### src/rtl/pairing_pkg.sv
package pairing_pkg;

    // Unit class encoding of a descriptor.
    typedef enum logic [1:0] {
        UNIT_ALU  = 2'd0,
        UNIT_LSU  = 2'd1,
        UNIT_MUL  = 2'd2,
        UNIT_MISC = 2'd3
    } unit_e;

    // Flag write select handed to the second execute stage.
    typedef enum logic [1:0] {
        FLG_NONE  = 2'd0,
        FLG_OLD   = 2'd1,
        FLG_YOUNG = 2'd2,
        FLG_MERGE = 2'd3
    } flag_sel_e;

    // Registered issue outcome.
    typedef enum logic [1:0] {
        ST_IDLE = 2'd0,
        ST_SOLO = 2'd1,
        ST_PAIR = 2'd2
    } issue_st_e;

    // Reasons a pair can be refused.
    typedef struct packed {
        logic waw;
        logic raw;
        logic flag;
        logic unit;
    } refuse_t;

endpackage

### src/rtl/pair_reg_hazard.sv
module pair_reg_hazard #(
    parameter int REG_W = 5,
    parameter int NSRC  = 2
) (
    input  logic                  old_dst_en,
    input  logic [REG_W-1:0]      old_dst,
    input  logic                  yng_dst_en,
    input  logic [REG_W-1:0]      yng_dst,
    input  logic [NSRC-1:0]       yng_src_en,
    input  logic [NSRC*REG_W-1:0] yng_src,
    output logic                  waw,
    output logic                  raw
);

    logic [NSRC-1:0] src_hit;

    // One comparator per younger source port.
    generate
        for (genvar i = 0; i < NSRC; i++) begin : g_src
            assign src_hit[i] = yng_src_en[i] && old_dst_en &&
                                (yng_src[i*REG_W +: REG_W] == old_dst);
        end
    endgenerate

    assign raw = |src_hit;
    assign waw = old_dst_en && yng_dst_en && (old_dst == yng_dst);

endmodule

### src/rtl/pair_unit_conflict.sv
module pair_unit_conflict #(
    parameter int                       UNIT_W      = 2,
    parameter logic [(1<<UNIT_W)-1:0]   SHARED_MASK = 4'b0110
) (
    input  logic [UNIT_W-1:0] old_unit,
    input  logic [UNIT_W-1:0] yng_unit,
    output logic              conflict
);

    localparam int NUM_UNITS = 1 << UNIT_W;

    logic [NUM_UNITS-1:0] class_hit;

    // A class with a single instance cannot serve both slots.
    generate
        for (genvar c = 0; c < NUM_UNITS; c++) begin : g_cls
            if (SHARED_MASK[c]) begin : g_single
                assign class_hit[c] = (old_unit == UNIT_W'(c)) &&
                                      (yng_unit == UNIT_W'(c));
            end else begin : g_multi
                assign class_hit[c] = 1'b0;
            end
        end
    endgenerate

    assign conflict = |class_hit;

endmodule

### src/rtl/pair_flag_rule.sv
module pair_flag_rule
    import pairing_pkg::*;
(
    input  logic      old_sets_flags,
    input  logic      yng_sets_flags,
    input  logic      yng_cond,
    input  logic      yng_branch,
    output logic      flag_block,
    output flag_sel_e sel_pair,
    output flag_sel_e sel_solo
);

    // Conditional ALU work resolves in the same stage that produces flags,
    // so it cannot consume flags made by its partner; branches are exempt.
    assign flag_block = old_sets_flags && yng_cond && !yng_branch;

    always_comb begin
        unique case ({old_sets_flags, yng_sets_flags})
            2'b11:   sel_pair = FLG_MERGE;
            2'b10:   sel_pair = FLG_OLD;
            2'b01:   sel_pair = FLG_YOUNG;
            default: sel_pair = FLG_NONE;
        endcase
        sel_solo = old_sets_flags ? FLG_OLD : FLG_NONE;
    end

endmodule

### src/rtl/pair_issue_check.sv
module pair_issue_check
    import pairing_pkg::*;
#(
    parameter int                     REG_W       = 5,
    parameter int                     NSRC        = 2,
    parameter int                     UNIT_W      = 2,
    parameter logic [(1<<UNIT_W)-1:0] SHARED_MASK = 4'b0110
) (
    input  logic                  clk,
    input  logic                  rst_n,
    input  logic                  old_valid,
    input  logic                  old_dst_en,
    input  logic [REG_W-1:0]      old_dst,
    input  logic                  old_sets_flags,
    input  logic                  old_cond,
    input  logic                  old_branch,
    input  logic [UNIT_W-1:0]     old_unit,
    input  logic                  yng_valid,
    input  logic                  yng_dst_en,
    input  logic [REG_W-1:0]      yng_dst,
    input  logic [NSRC-1:0]       yng_src_en,
    input  logic [NSRC*REG_W-1:0] yng_src,
    input  logic                  yng_sets_flags,
    input  logic                  yng_cond,
    input  logic                  yng_branch,
    input  logic [UNIT_W-1:0]     yng_unit,
    output logic                  issue_old,
    output logic                  issue_young,
    output logic [1:0]            flag_src
);

    refuse_t   why;
    flag_sel_e sel_pair;
    flag_sel_e sel_solo;
    logic      refuse;
    issue_st_e state_q;
    issue_st_e state_d;
    flag_sel_e flag_q;
    flag_sel_e flag_d;

    // Older condition and branch bits never influence pairing.
    logic unused_old_ctl;
    assign unused_old_ctl = old_cond ^ old_branch;

    pair_reg_hazard #(
        .REG_W (REG_W),
        .NSRC  (NSRC)
    ) u_reg (
        .old_dst_en (old_dst_en),
        .old_dst    (old_dst),
        .yng_dst_en (yng_dst_en),
        .yng_dst    (yng_dst),
        .yng_src_en (yng_src_en),
        .yng_src    (yng_src),
        .waw        (why.waw),
        .raw        (why.raw)
    );

    pair_unit_conflict #(
        .UNIT_W      (UNIT_W),
        .SHARED_MASK (SHARED_MASK)
    ) u_unit (
        .old_unit (old_unit),
        .yng_unit (yng_unit),
        .conflict (why.unit)
    );

    pair_flag_rule u_flag (
        .old_sets_flags (old_sets_flags),
        .yng_sets_flags (yng_sets_flags),
        .yng_cond       (yng_cond),
        .yng_branch     (yng_branch),
        .flag_block     (why.flag),
        .sel_pair       (sel_pair),
        .sel_solo       (sel_solo)
    );

    assign refuse = !yng_valid || (|why);

    // Next-state selection.
    always_comb begin
        state_d = ST_IDLE;
        flag_d  = FLG_NONE;
        if (old_valid) begin
            if (refuse) begin
                state_d = ST_SOLO;
                flag_d  = sel_solo;
            end else begin
                state_d = ST_PAIR;
                flag_d  = sel_pair;
            end
        end
    end

    // State register.
    always_ff @(posedge clk) begin
        if (!rst_n) begin
            state_q <= ST_IDLE;
            flag_q  <= FLG_NONE;
        end else begin
            state_q <= state_d;
            flag_q  <= flag_d;
        end
    end

    // Output decode.
    always_comb begin
        issue_old   = 1'b0;
        issue_young = 1'b0;
        flag_src    = 2'b00;
        unique case (state_q)
            ST_IDLE: begin
                issue_old   = 1'b0;
                issue_young = 1'b0;
            end
            ST_SOLO: begin
                issue_old   = 1'b1;
                issue_young = 1'b0;
                flag_src    = flag_q;
            end
            ST_PAIR: begin
                issue_old   = 1'b1;
                issue_young = 1'b1;
                flag_src    = flag_q;
            end
            default: begin
                issue_old   = 1'b0;
                issue_young = 1'b0;
            end
        endcase
    end

endmodule

### config.mk
export PLATFORM = sky130hd
export DESIGN_NAME = pair_issue_check
export DESIGN_NICKNAME = d
export VERILOG_FILES = /design/src/rtl/pairing_pkg.sv /design/src/rtl/pair_reg_hazard.sv /design/src/rtl/pair_unit_conflict.sv /design/src/rtl/pair_flag_rule.sv /design/src/rtl/pair_issue_check.sv
export SDC_FILE = /design/constraint.sdc
export NUM_CORES = 1
export LEC_CHECK = 0
export ABC_CLOCK_PERIOD_IN_PS = 1400
export CAP_MARGIN = 0
export CORE_MARGIN = 2
export CORE_UTILIZATION = 25
export DETAILED_ROUTE_END_ITERATION = 10
export PLACE_DENSITY_LB_ADDON = 0.25
export SYNTH_ARGS = -nofsm -noshare
export SYNTH_HDL_FRONTEND = slang
export SYNTH_HIERARCHICAL = 1
export SYNTH_SLANG_ARGS = --single-unit
### constraint.sdc
create_clock -name clk -period 1.4 [get_ports clk]
set_input_delay 0.28 -clock clk [delete_from_list [all_inputs] [get_ports clk]]
set_output_delay 0.28 -clock clk [all_outputs]
set_load 0.005 [all_outputs]
# == After elaboration in Yosys (flattened, before gate mapping) ==
# Index checks and enable logic that the tools add are counted.
# totals
register_bits,4
out_inout_bits,4
inputBits,38
rom_bits,0
n_memories,0
ramBits,0
wordCells,37
latch_bits,0
# classes
div,0
n_shift,0
n_eq_ne,12
add_sub_neg,0
mux,7
order_cmp,0
multipliers,0
n_reduce_logical,16
bitwise,0
# op_table
op,count
$eq 5x5->1,3
$eq 2x2->1 const B,5
$logic_and 1x1->1,10
$eq 2x1->1 const B,4
$mux 2,3
$pmux 2 s3,1
$reduce_or 6->1,1
$mux 1,3
$logic_not 1->1,2
$reduce_and 2->1,1
$reduce_or 2->1,1
$logic_or 1x1->1,1

# == Longest topological paths before layout ==
# Gate-level depths: netlist of the first run.
# depth
word_depth,5
ltp_mapped,6
depth_no_buf,6

# == By module ==
# The synthesis of the first run kept the hierarchy.
# by_module_without_submodules
mod,instances,area_per_inst_um2,cells_per_inst,seq_area_each_um2
pair_issue_check,1,181.4,20,80.1
pair_reg_hazard,1,175.2,23,0.0
pair_flag_rule,1,35.0,6,0.0
pair_unit_conflict,1,26.3,3,0.0

# == Worst setup path before layout of the first run ==
# Ideal clock, no wire load.
# synth_path
path_kind,input port to flip-flop
startpoint,in yng_src[0]
endpoint,reg flag_q[0]
path_buffers,0
arrival_ns,1.369
required_ns,1.328
setup_ns,0.072
stages,6
slack_ns,-0.041
path_cell_list,xnor2_1 nand4_1 o22ai_1 or4b_1 nor2_2 mux2i_1
# synth_via
elab_chain_cells,5
# synth_lines
item,line_no,rtl
start: declaration,pair_issue_check.sv:22,"input logic [NSRC*REG_W-1:0] yng_src,"
$eq 5x5->1,pair_reg_hazard.sv:21,(yng_src[i*REG_W +: REG_W] == old_dst);
$logic_and 1x1->1,pair_reg_hazard.sv:20,assign src_hit[i] = yng_src_en[i] && old_dst_en &&
$reduce_or 6->1,pair_issue_check.sv:78,assign refuse = !yng_valid || (|why);
$logic_or 1x1->1,pair_issue_check.sv:78,
$mux 2,pair_issue_check.sv:85,if (refuse) begin
end signal: assignment,pair_issue_check.sv:102,flag_q <= flag_d;
end: declaration,pair_issue_check.sv:38,flag_sel_e flag_q;
# No other way between the ends.
# A chain may end at the register's enable or synchronous reset.

# == Worst setup path in the final report of the first run ==
# layout_path
startpoint,in old_dst[1]
endpoint,reg flag_q[0]
# layout_via
elab_chain_cells,5
word_cells_on_any_way,9
cone_classes,eq/ne: 3; mux: 1; reduce/logical: 5
# layout_lines
item,line_no,rtl
start: declaration,pair_issue_check.sv:13,"input logic [REG_W-1:0] old_dst,"
$eq 5x5->1 (on tied branches),"pair_reg_hazard.sv:21, pair_reg_hazard.sv:26",
$logic_and 1x1->1 (on tied branches),"pair_reg_hazard.sv:20, pair_reg_hazard.sv:26",
$reduce_or 6->1 *,pair_issue_check.sv:78,
$logic_or 1x1->1 *,pair_issue_check.sv:78,
$mux 2 *,pair_issue_check.sv:85,
# Mark *: on every way between the ends. The rest lies on a longest branch, timed or not.

==> metrics.cfg, run 1 <==
[outcome]
result_of_the_run=complete, but fails checks
violations=setup timing

[placed_design]
numPortBuffers=39
place.gp.congestion=0.779

[floorplan]
die-area_um2=2010
chipHeight_um=44.9
rows=14
die_width_um=44.9
placeable_core_region_um2=1540
floorplan.initialDensity_pct=27.1
io_pins=42

[synth]
synth_cell_type_count=19
synth_top_cells_by_area=xnor2_1 31%, dfxtp_1 19%, nand3_1 8.4%
postSynthCellCount=52
synth_seq_cells=4
synth_fp_nets=91
syn_area_um2=418
synth.largest_area_cell=xnor2_1
ys_seq_area_share_pct=19.2
syn_area_per_cell_um2=8.04
area_share_of_the_largest_cell_type_after_synthesis_pct=31.4
ys_warn_count=6

[clock_tree]
cts.hold.buffers_added=0
number_of_buffers_on_the_longest_clock_path=2
tritoncts_clock_tree=built
number_of_buffers_inserted_during_clock_tree_synthesis=3
buffer_type_at_the_clock_tree_root=clkbuf_4
clkSinkCount=4
clock_slew_at_the_register_clock_pins_of_the_worst_setup_and_hold_paths_ps=40
cts-htree-levels=1
cts_post_setup_buffers_inserted=0

[timing]
setup_viol=2
hold-worst-slack_ps=627
grt_setup_unrepaired=true
achievable-frequency_ghz=0.696
slew_violations=0
finalCriticalPeriod_ps=1440
setup_ws_ps=-36.8
fin_crit_sh_pct=103
finalHoldViolCount=0

[pwr]
power_leakage_nw=0.383
ir_worst_vdd_v=0.000227
p_per_area_nw_per_um2=547
total_power_w=0.000467

[hold_path]
hold_path_startpoint=yng_dst_en
min_path_type=in2reg

[layout]
area_growth_pct=104
area.sequential_um2=81.3
layout.nets=131
drive_gt1_share_pct=36.7
multiInputGateArea_um2=374
insertedDiodeCount=0
filler_cell_count=153

[critical_path]
worst_path_largest_cell_delay_ps=560
worst-endpoint-required_ps=1560
crit_arrival_ps=1590
element_type_at_the_critical_path_end=flop
timing.critical_path.slowest_stage_cell=or4b_4
cp-startpoint=old_dst[1]
worstSetupStartpointType=input port
crit_path_max_fanout=3
critPathKind=in2reg
crit_path_cell_trace=buf_8 -> xnor2_2 -> nand4_1 -> o22ai_1 -> or4b_4 -> nor2_4 -> mux2i_1

[grt]
grt_max_degree=6
grt.total_usage_pct=12.6
grt_pass1_wl_um=1820
first_global_vias=464
grt.overflow.total=0
antenna_found_initial=0

[run]
max-cap-violations=0

[routing]
route.detailed.drc=0
viasPerCell=4.48
route.final.wire_length_um=1130
antenna_left=0
routedWlPerCell_um=10.7
drtPass1Iterations=2
via_count=475
first_iter_violations=1

-- worst max-delay path, delay by kind of cell --
| family | cells | cell delay (ps) |
|---|---|---|
| simple gates | 3 | 800 |
| mux | 1 | 190 |
| xor+xnor | 1 | 120 |
| buf+inv | 1 | 110 |
| compound gates | 1 | 100 |
-- synth_stat cells --
cell type,instances
conb_1,1
nand4_1,3
clkbuf_1,2
dfxtp_1,4
ha_1,1
o22ai_1,1
nor3_1,1
inv_1,2
or4b_1,1
nand2_1,2
nand4bb_1,2
and3b_1,1
mux2i_1,2
nor2b_1,2
nand3_1,7
nor2_2,1
buf_4,2
nor2_1,2
xnor2_1,15
-- flip-flops by register name (all words and copies together), names as in the netlist --
name	count
flag_q	2
state_q	2
-- per-layer routing --
layer / vias to the layer above / GRT usage, % / wire [um]
met4: 0 / 8.82 / 0
li1: 250 / - / -
met5: - / 0 / 0
met2: 15 / 23.5 / 674
met3: 0 / 2.40 / 63
met1: 210 / 12.2 / 394
-- power by group --
group          switching [W]  internal (W)  total (W)
sequential        0.00000198      0.000121   0.000123
combinational      0.0000695      0.000134   0.000204
clock              0.0000443     0.0000957   0.000140
total               0.000116      0.000351   0.000467
-- what timing repair did --
| item | CTS | global route |
|---|---|---|
| pin swaps | 28 | 9 |
| endpoints found under the setup margin | 8 | 3 |
| resized for setup | 109 | 6 |
-- through the flow --
stage                     worst slack [ps]  instance area [um^2]  TNS [ps]  instances  utilization, %
final                                -36.8                   855     -73.4        106            55.4
after global routing                 -88.2                   855      -167        106            55.4
after CTS                            -44.2                   836     -82.6        106            54.2
after detailed placement              -702                   806     -2820        103            52.3
after global placement                -657                   806     -2690        103            52.3
after floorplan                      -41.0                   418     -82.0         52               -
-- cells by family (layout without fill, tap and decap cells) --
family	Yosys count	after routing	synth area share [%]
muxes	2	2	4.79
xor gates and xnor gates	15	15	31.4
DFF	4	4	19.2
other	1	1	0.897
adders and majority gates	1	1	2.99
buffers and inverters	6	44	7.19
AOI/OAI and AO/OA	1	1	1.50
and+or+nand+nor	22	22	32.0
-- cell usage in the layout (no fill, tap or decap) --
master           instances
nor2_1                   2
buf_2                    9
clkdlybuf4s15_2          1
nand4bb_1                2
nor2_4                   1
nor2b_1                  2
conb_1                   1
inv_1                    1
nor3_1                   1
nand2_1                  2
dfxtp_2                  1
ha_4                     1
or4b_4                   1
clkdlybuf4s50_1          7
nand4_1                  3
inv_2                    1
clkbuf_4                 3
buf_8                    2
mux2i_1                  2
dfxtp_1                  3
dlygate4sd2_1            8
nand3_1                  7
buf_6                    6
o22ai_1                  1
clkbuf_2                 1
xnor2_2                  6
xnor2_1                  9
clkdlybuf4s15_1          5
and3b_1                  1
-- area by class of cell --
type                       count  area share, %
timing repair buffer          39           40.8
clock buffer                   3           2.64
tap                           16           2.34
multi-input combinational     42           43.8
inverter                       2          0.878
sequential                     4           9.52
-- worst paths after layout --
| kind | cells past startpoint | slack (ps) | to |
|---|---|---|---|
| worst max-delay path | 7 | -40 | flag_q[0] |
| worst min-delay path | 5 | 630 | state_q[1] |
Power figures use the tool's default switching activity.
==> run 2, diff against run 1 <==
--- a/config.mk
+++ b/config.mk
@@ -12,2 +12,3 @@
 export DETAILED_ROUTE_END_ITERATION = 10
+export GPL_TIMING_DRIVEN = 1
 export PLACE_DENSITY_LB_ADDON = 0.25
==> constraint.sdc (replaced) <==
create_clock -name clk -period 1.4 [get_ports clk]
set_input_delay 0.42 -clock clk [delete_from_list [all_inputs] [get_ports clk]]
set_output_delay 0.42 -clock clk [all_outputs]
set_load 0.005 [all_outputs]
==> run 2 against run 1 <==
  * Cell count increased by 1.9%
  * Maximum frequency decreased by 3.5%
  * The run still ends with setup timing left
  * Worst setup slack got worse by 52 ps
  * Global-route usage increased by 0.35 points
  * Hold slack improved by 29 ps
  * Highest routed layer is now met4
  * Critical path depth increased by 1
  * Largest cell class unchanged
  * Non-clock buffer count increased by 2
  * Clock-buffer cell count unchanged
  * Combinational power increased by 9%
==> metrics.cfg, run 2 (synthesis gave the netlist of run 1 again) <==
[outcome]
result_of_the_run=complete, but fails checks
violations=setup timing

[timing]
slew_violations=0  ; unchanged
grt_setup_unrepaired=true
setup_ws_ps=-88.6  ; -51.7 ps
finalCriticalPeriod_ps=1490  ; +51.7 ps
hold-worst-slack_ps=656  ; +29.4 ps
finalHoldViolCount=0  ; unchanged
fin_crit_sh_pct=106  ; +3.7 points
setup_viol=6  ; +4
achievable-frequency_ghz=0.672  ; -3.5%

[hold_path]
whs_path_depth=5  ; unchanged
whs_endpoint=state_q[1]
hold_path_startpoint=yng_unit[0]
min_path_type=in2reg

[pwr]
pwr-share-comb_pct=45.3  ; +1.6 points
total_power_w=0.000491  ; +5.1%
power.share.clock_pct=29.5  ; -0.5 points
internal_power_w=0.000365  ; +3.8%
power_switching_share_pct=25.7  ; +0.94 points
power_leakage_nw=0.399  ; +4.3%
p_per_area_nw_per_um2=558  ; +2.0%
p_seq_share_pct=25.1  ; -1.3 points
ir_worst_vdd_v=0.000314  ; +39%
p_sw_w=0.000126  ; +9.1%

[floorplan]
placeable_core_region_um2=1540  ; unchanged
io_pins=42  ; unchanged
floorplan.initialDensity_pct=27.1  ; unchanged
die-area_um2=2010  ; unchanged
rows=14  ; unchanged
die_width_um=44.9  ; unchanged
chipHeight_um=44.9  ; unchanged

[critical_path]
crit_arrival_ps=1620  ; +30 ps
path_common_cell=nor2_1
worst-endpoint-required_ps=1530  ; -30 ps
cp.depth=8  ; +1
worstSetupStartpointType=input port
element_type_at_the_critical_path_end=flop
worst_path_largest_cell_delay_ps=530  ; -30 ps
crit_buf_inv=2  ; +1
critical_path.top_delay_family=simple AND/OR/NAND/NOR gates
timing.critical_path.slowest_stage_cell=or4b_4
crit_path_cell_trace=buf_12 -> xnor2_4 -> nand4_1 -> nor2_1 -> or4b_4 -> nor2_4 -> buf_4 -> nor2_1
critPathKind=in2reg
crit_path_max_fanout=3  ; unchanged

[run]
max-cap-violations=0  ; unchanged

[layout]
layout_top_registers=flag_q: 2 flops, state_q: 2 flops
layout.cells.most_common=buf_2
layout_common_cells=11 x buf_2, 7 x nand3_1, 7 x clkdlybuf4s50_1, 7 x clkbuf_2, 7 x xnor2_1
finish.cell_count_without_fillers=108  ; +1.9%
filler_cell_count=153  ; unchanged
insertedDiodeCount=0  ; unchanged
drive_gt1_share_pct=50.0  ; +13 points
fin_area_um2=881  ; +3.1%
layout.nets=133  ; +1.5%
finalCoreUtilization_pct=57.1  ; +1.7 points
area_growth_pct=111

[clock_tree]
number_of_buffers_inserted_during_clock_tree_synthesis=3  ; unchanged
clock_slew_at_the_register_clock_pins_of_the_worst_setup_and_hold_paths_ps=40  ; about the same
cts-htree-levels=1  ; unchanged
buffer_type_at_the_clock_tree_root=clkbuf_4
tritoncts_clock_tree=built
number_of_buffers_on_the_longest_clock_path=2  ; unchanged
clkSinkCount=4  ; unchanged
cts.hold.buffers_added=0  ; unchanged

[grt]
antenna_found_initial=0  ; unchanged
grt_pass1_wl_um=1880  ; +3.4%
grt_max_degree=6  ; unchanged
first_global_vias=446  ; -3.9%
grt.overflow.total=0  ; unchanged
grt.total_usage_pct=12.9  ; +0.35 points

[routing]
antenna_left=0  ; unchanged
routedWlPerCell_um=10.6  ; -1.1%
via_count=480  ; +1.1%
viasPerCell=4.44  ; -0.82%
route.detailed.drc=0  ; unchanged
drtPass1Iterations=2  ; unchanged
first_iter_violations=1  ; unchanged
route.final.wire_length_um=1140  ; +0.79%

[placed_design]
numPortBuffers=39  ; unchanged
place_area_um2=813  ; +0.93%
dpl.hpwl_um=948
place.gp.congestion=0.778  ; -0.12%
place.detailed.instances=104  ; +0.97%

## run 2: layout make-up
class	count	area (um^2)	share of cell area [%]
timing repair buffer	41	337	38.2
sequential	4	82.6	9.37
clock buffer	3	22.5	2.56
tap	16	20.0	2.27
inverter	2	7.51	0.852
multi-input combinational	42	412	46.7
## run 2: what timing repair did
item | 4_1_cts | 5_1_grt
endpoints found under the setup margin | 8 | 7
resized for setup | 114 | 23
pin swaps | 28 | 16
buffers inserted | 0 | 1
## run 2: how the worst max path moves through the flow
| stage | startpoint | end | slack (ps) |
|---|---|---|---|
| after floorplan | yng_src[0] | flag_q[0] | -180 |
| after global placement | old_dst[3] | flag_q[1] | -820 |
| after detailed placement | old_dst[0] | flag_q[1] | -830 |
| after CTS | old_dst[0] | flag_q[1] | -170 |
| after global routing | old_dst[1] | flag_q[0] | -170 |
| final | old_dst[1] | state_q[0] | -90 |
## run 2: metrics by stage
step	TNS (ps)	worst slack, ps
3_5_place_dp	-3780	-832
4_1_cts	-497	-168
5_1_grt	-674	-169
2_1_floorplan	-469	-180
3_3_place_gp	-3720	-819
6_report	-293	-88.6
## run 2: power groups by stage
stage	Sequential [W]	Combinational, W	Clock [W]
2_1_floorplan	0.000123	0.0000750	0
3_3_place_gp	0.000124	0.000201	0
4_1_cts	0.000124	0.000203	0.000153
6_report	0.000124	0.000223	0.000145
5_1_grt	0.000125	0.000241	0.000161
3_5_place_dp	0.000124	0.000202	0
## run 2: metal layers
metal / share of wire, % / wire, um / track usage [%] / vias up
li1: - / - / - / 255
met1: 35 / 397 / 14.3 / 205
met2: 57 / 648 / 23.5 / 17
met3: 7.0 / 80 / 3.20 / 3
met4: 1.3 / 15 / 5.29 / 0
met5: 0 / 0 / 0 / -
## run 2: worst min-delay path: stages
cell and delay (ps):
clkbuf_2 80, nand4bb_1 100, nand2_1 70, or4b_4 140
nor3_1 40
==> run 3, diff against run 2 <==
- CELL_PAD_IN_SITES_DETAIL_PLACEMENT: unset -> 1
- CELL_PAD_IN_SITES_GLOBAL_PLACEMENT: unset -> 1
- CORE_UTILIZATION: 25 -> 16
==> run 3 against run 2 <==
  * Critical path depth shrank 1
  * First-iteration DRC count up 100%
  * Largest power group unchanged
  * Cell count is 12% higher
  * Sequential power about the same
  * Highest routed layer is now met3
  * The run still ends with setup timing left
  * Die area up 51%
  * Core utilization fell by 22 points
==> metrics.cfg, run 3 (synthesis gave the netlist of run 1 again) <==
[placed_design]
numPortBuffers=39  ; unchanged
place.gp.congestion=0.632  ; -19%
dpl.hpwl_um=1230  ; +30%
place_area_um2=831  ; +2.2%
place.detailed.instances=118  ; +13%
place_ws_ps=-924  ; -92.0 ps

[critical_path]
worst_path_largest_cell_delay_ps=560  ; +30 ps
crit_buf_inv=1  ; -1
crit_path_max_fanout=3  ; unchanged
critPathKind=in2reg
critical_path.top_delay_family=simple AND/OR/NAND/NOR gates
crit_arrival_ps=1740  ; +120 ps
crit_path_cell_trace=buf_8 -> xnor2_2 -> nand4_1 -> o22ai_1 -> or4b_4 -> nor2_4 -> mux2i_1
timing.critical_path.slowest_stage_cell=or4b_4
worst-endpoint-required_ps=1550  ; +20 ps
element_type_at_the_critical_path_end=flop
worstSetupStartpointType=input port

[floorplan]
io_pins=42  ; unchanged
floorplan.initialDensity_pct=16.9  ; -10 points
die-area_um2=3040  ; +51%
chipHeight_um=55.1  ; +23%
rows=18  ; +4
die_width_um=55.1  ; +23%
placeable_core_region_um2=2480  ; +61%

[run]
max-cap-violations=0  ; unchanged

[timing]
slew_violations=0  ; unchanged
finalHoldViolCount=0  ; unchanged
setup_ws_ps=-182  ; -93.6 ps
finalCriticalPeriod_ps=1580  ; +93.6 ps
hold-worst-slack_ps=778  ; +122 ps
setup_viol=6  ; unchanged
grt_setup_unrepaired=true
fin_crit_sh_pct=113  ; +6.7 points
achievable-frequency_ghz=0.632  ; -5.9%

[pwr]
pwr-share-comb_pct=44.0  ; -1.3 points
p_seq_share_pct=26.0  ; +0.9 points
p_per_area_nw_per_um2=546  ; -2.1%
total_power_w=0.000476  ; -3.2%
internal_power_w=0.000355  ; -2.7%
ir_worst_vdd_v=0.000220  ; -30%
p_sw_w=0.000121  ; -4.5%
power_switching_share_pct=25.4  ; -0.34 points
power.share.clock_pct=30.0  ; +0.5 points
power_leakage_nw=0.379  ; -5.2%

[clock_tree]
number_of_buffers_on_the_longest_clock_path=2  ; unchanged
cts_post_setup_buffers_inserted=0  ; unchanged
number_of_buffers_inserted_during_clock_tree_synthesis=3  ; unchanged
buffer_type_at_the_clock_tree_root=clkbuf_4
cts-htree-levels=1  ; unchanged
tritoncts_clock_tree=built
clock_slew_at_the_register_clock_pins_of_the_worst_setup_and_hold_paths_ps=40  ; about the same
clkSinkCount=4  ; unchanged

[layout]
fin_area_um2=871  ; -1.1%
drive_gt1_share_pct=40.7  ; -9.3 points
area_growth_pct=108
finish.cell_count_without_fillers=121  ; +12%
layout_common_cells=11 x buf_2, 10 x xnor2_1, 8 x buf_6
layout_top_registers=flag_q: 2 flops, state_q: 2 flops
insertedDiodeCount=0  ; unchanged
layout.cells.most_common=buf_2
layout.nets=132  ; -0.75%

[routing]
drtPass1Iterations=2  ; unchanged
antenna_left=0  ; unchanged
routedWlPerCell_um=11.0  ; +4.3%
viasPerCell=4.18  ; -5.9%
met3_length_um=152  ; +90%
route.detailed.drc=0  ; unchanged
first_iter_violations=2  ; +1
met1_length_um=470  ; +18%
route.final.wire_length_um=1330  ; +17%
via_count=506  ; +5.4%
detailroute.wirelength.met2_um=711  ; +9.7%
top_signal_layer_used=met3

[grt]
antenna_found_initial=0  ; unchanged
grt_max_degree=6  ; unchanged
grt.total_usage_pct=10.6  ; -2.3 points
first_global_vias=544  ; +22%
grt.overflow.total=0  ; unchanged
grt_pass1_wl_um=2270  ; +21%

[hold_path]
min_path_type=in2reg

[outcome]
result_of_the_run=complete, but fails checks
violations=setup timing

==> run 3: final timing paths <==
check	start	end	slack [ps]	depth (start not counted)
hold / removal	old_dst[3]	state_q[1]	780	6
setup / recovery	old_dst[1]	flag_q[0]	-180	7
==> run 3: power groups by stage <==
stage	Sequential (W)	Clock (W)	Combinational, W
2_1_floorplan	0.000123	0	0.0000750
3_3_place_gp	0.000124	0	0.000203
3_5_place_dp	0.000124	0	0.000207
4_1_cts	0.000124	0.000150	0.000208
5_1_grt	0.000124	0.000161	0.000230
6_report	0.000124	0.000142	0.000209
==> run 3: layout make-up <==
cell class	instances	area [um^2]
clock buffers	3	22.5
fillers	310	1610
inverters	2	7.51
multi-input cells	42	367
flip-flops and latches	4	82.6
well taps	30	37.5
repair buffers	40	354
==> run 3: what timing repair did <==
action | 4_1_cts | 5_1_grt
pin swaps | 29 | 4
resized for setup | 119 | 3
hold buffers | 0 | 0
endpoints found under the setup margin | 8 | 8
==> run 3: per-layer routing <==
metal | GRT usage [%] | vias to the layer above
met2 | 21.0 | 31
met1 | 10.0 | 220
li1 | - | 255
met4 | 4.88 | 0
met5 | 0 | -
met3 | 2.69 | 0
==> run 3: metrics by stage <==
step | TNS [ps] | util (%)
detailed placement | -4030 | 33.5
finish | -450 | 35.2
floorplan | -469 | -
global route | -787 | 35.2
CTS | -606 | 34.7
global placement | -3830 | 33.5
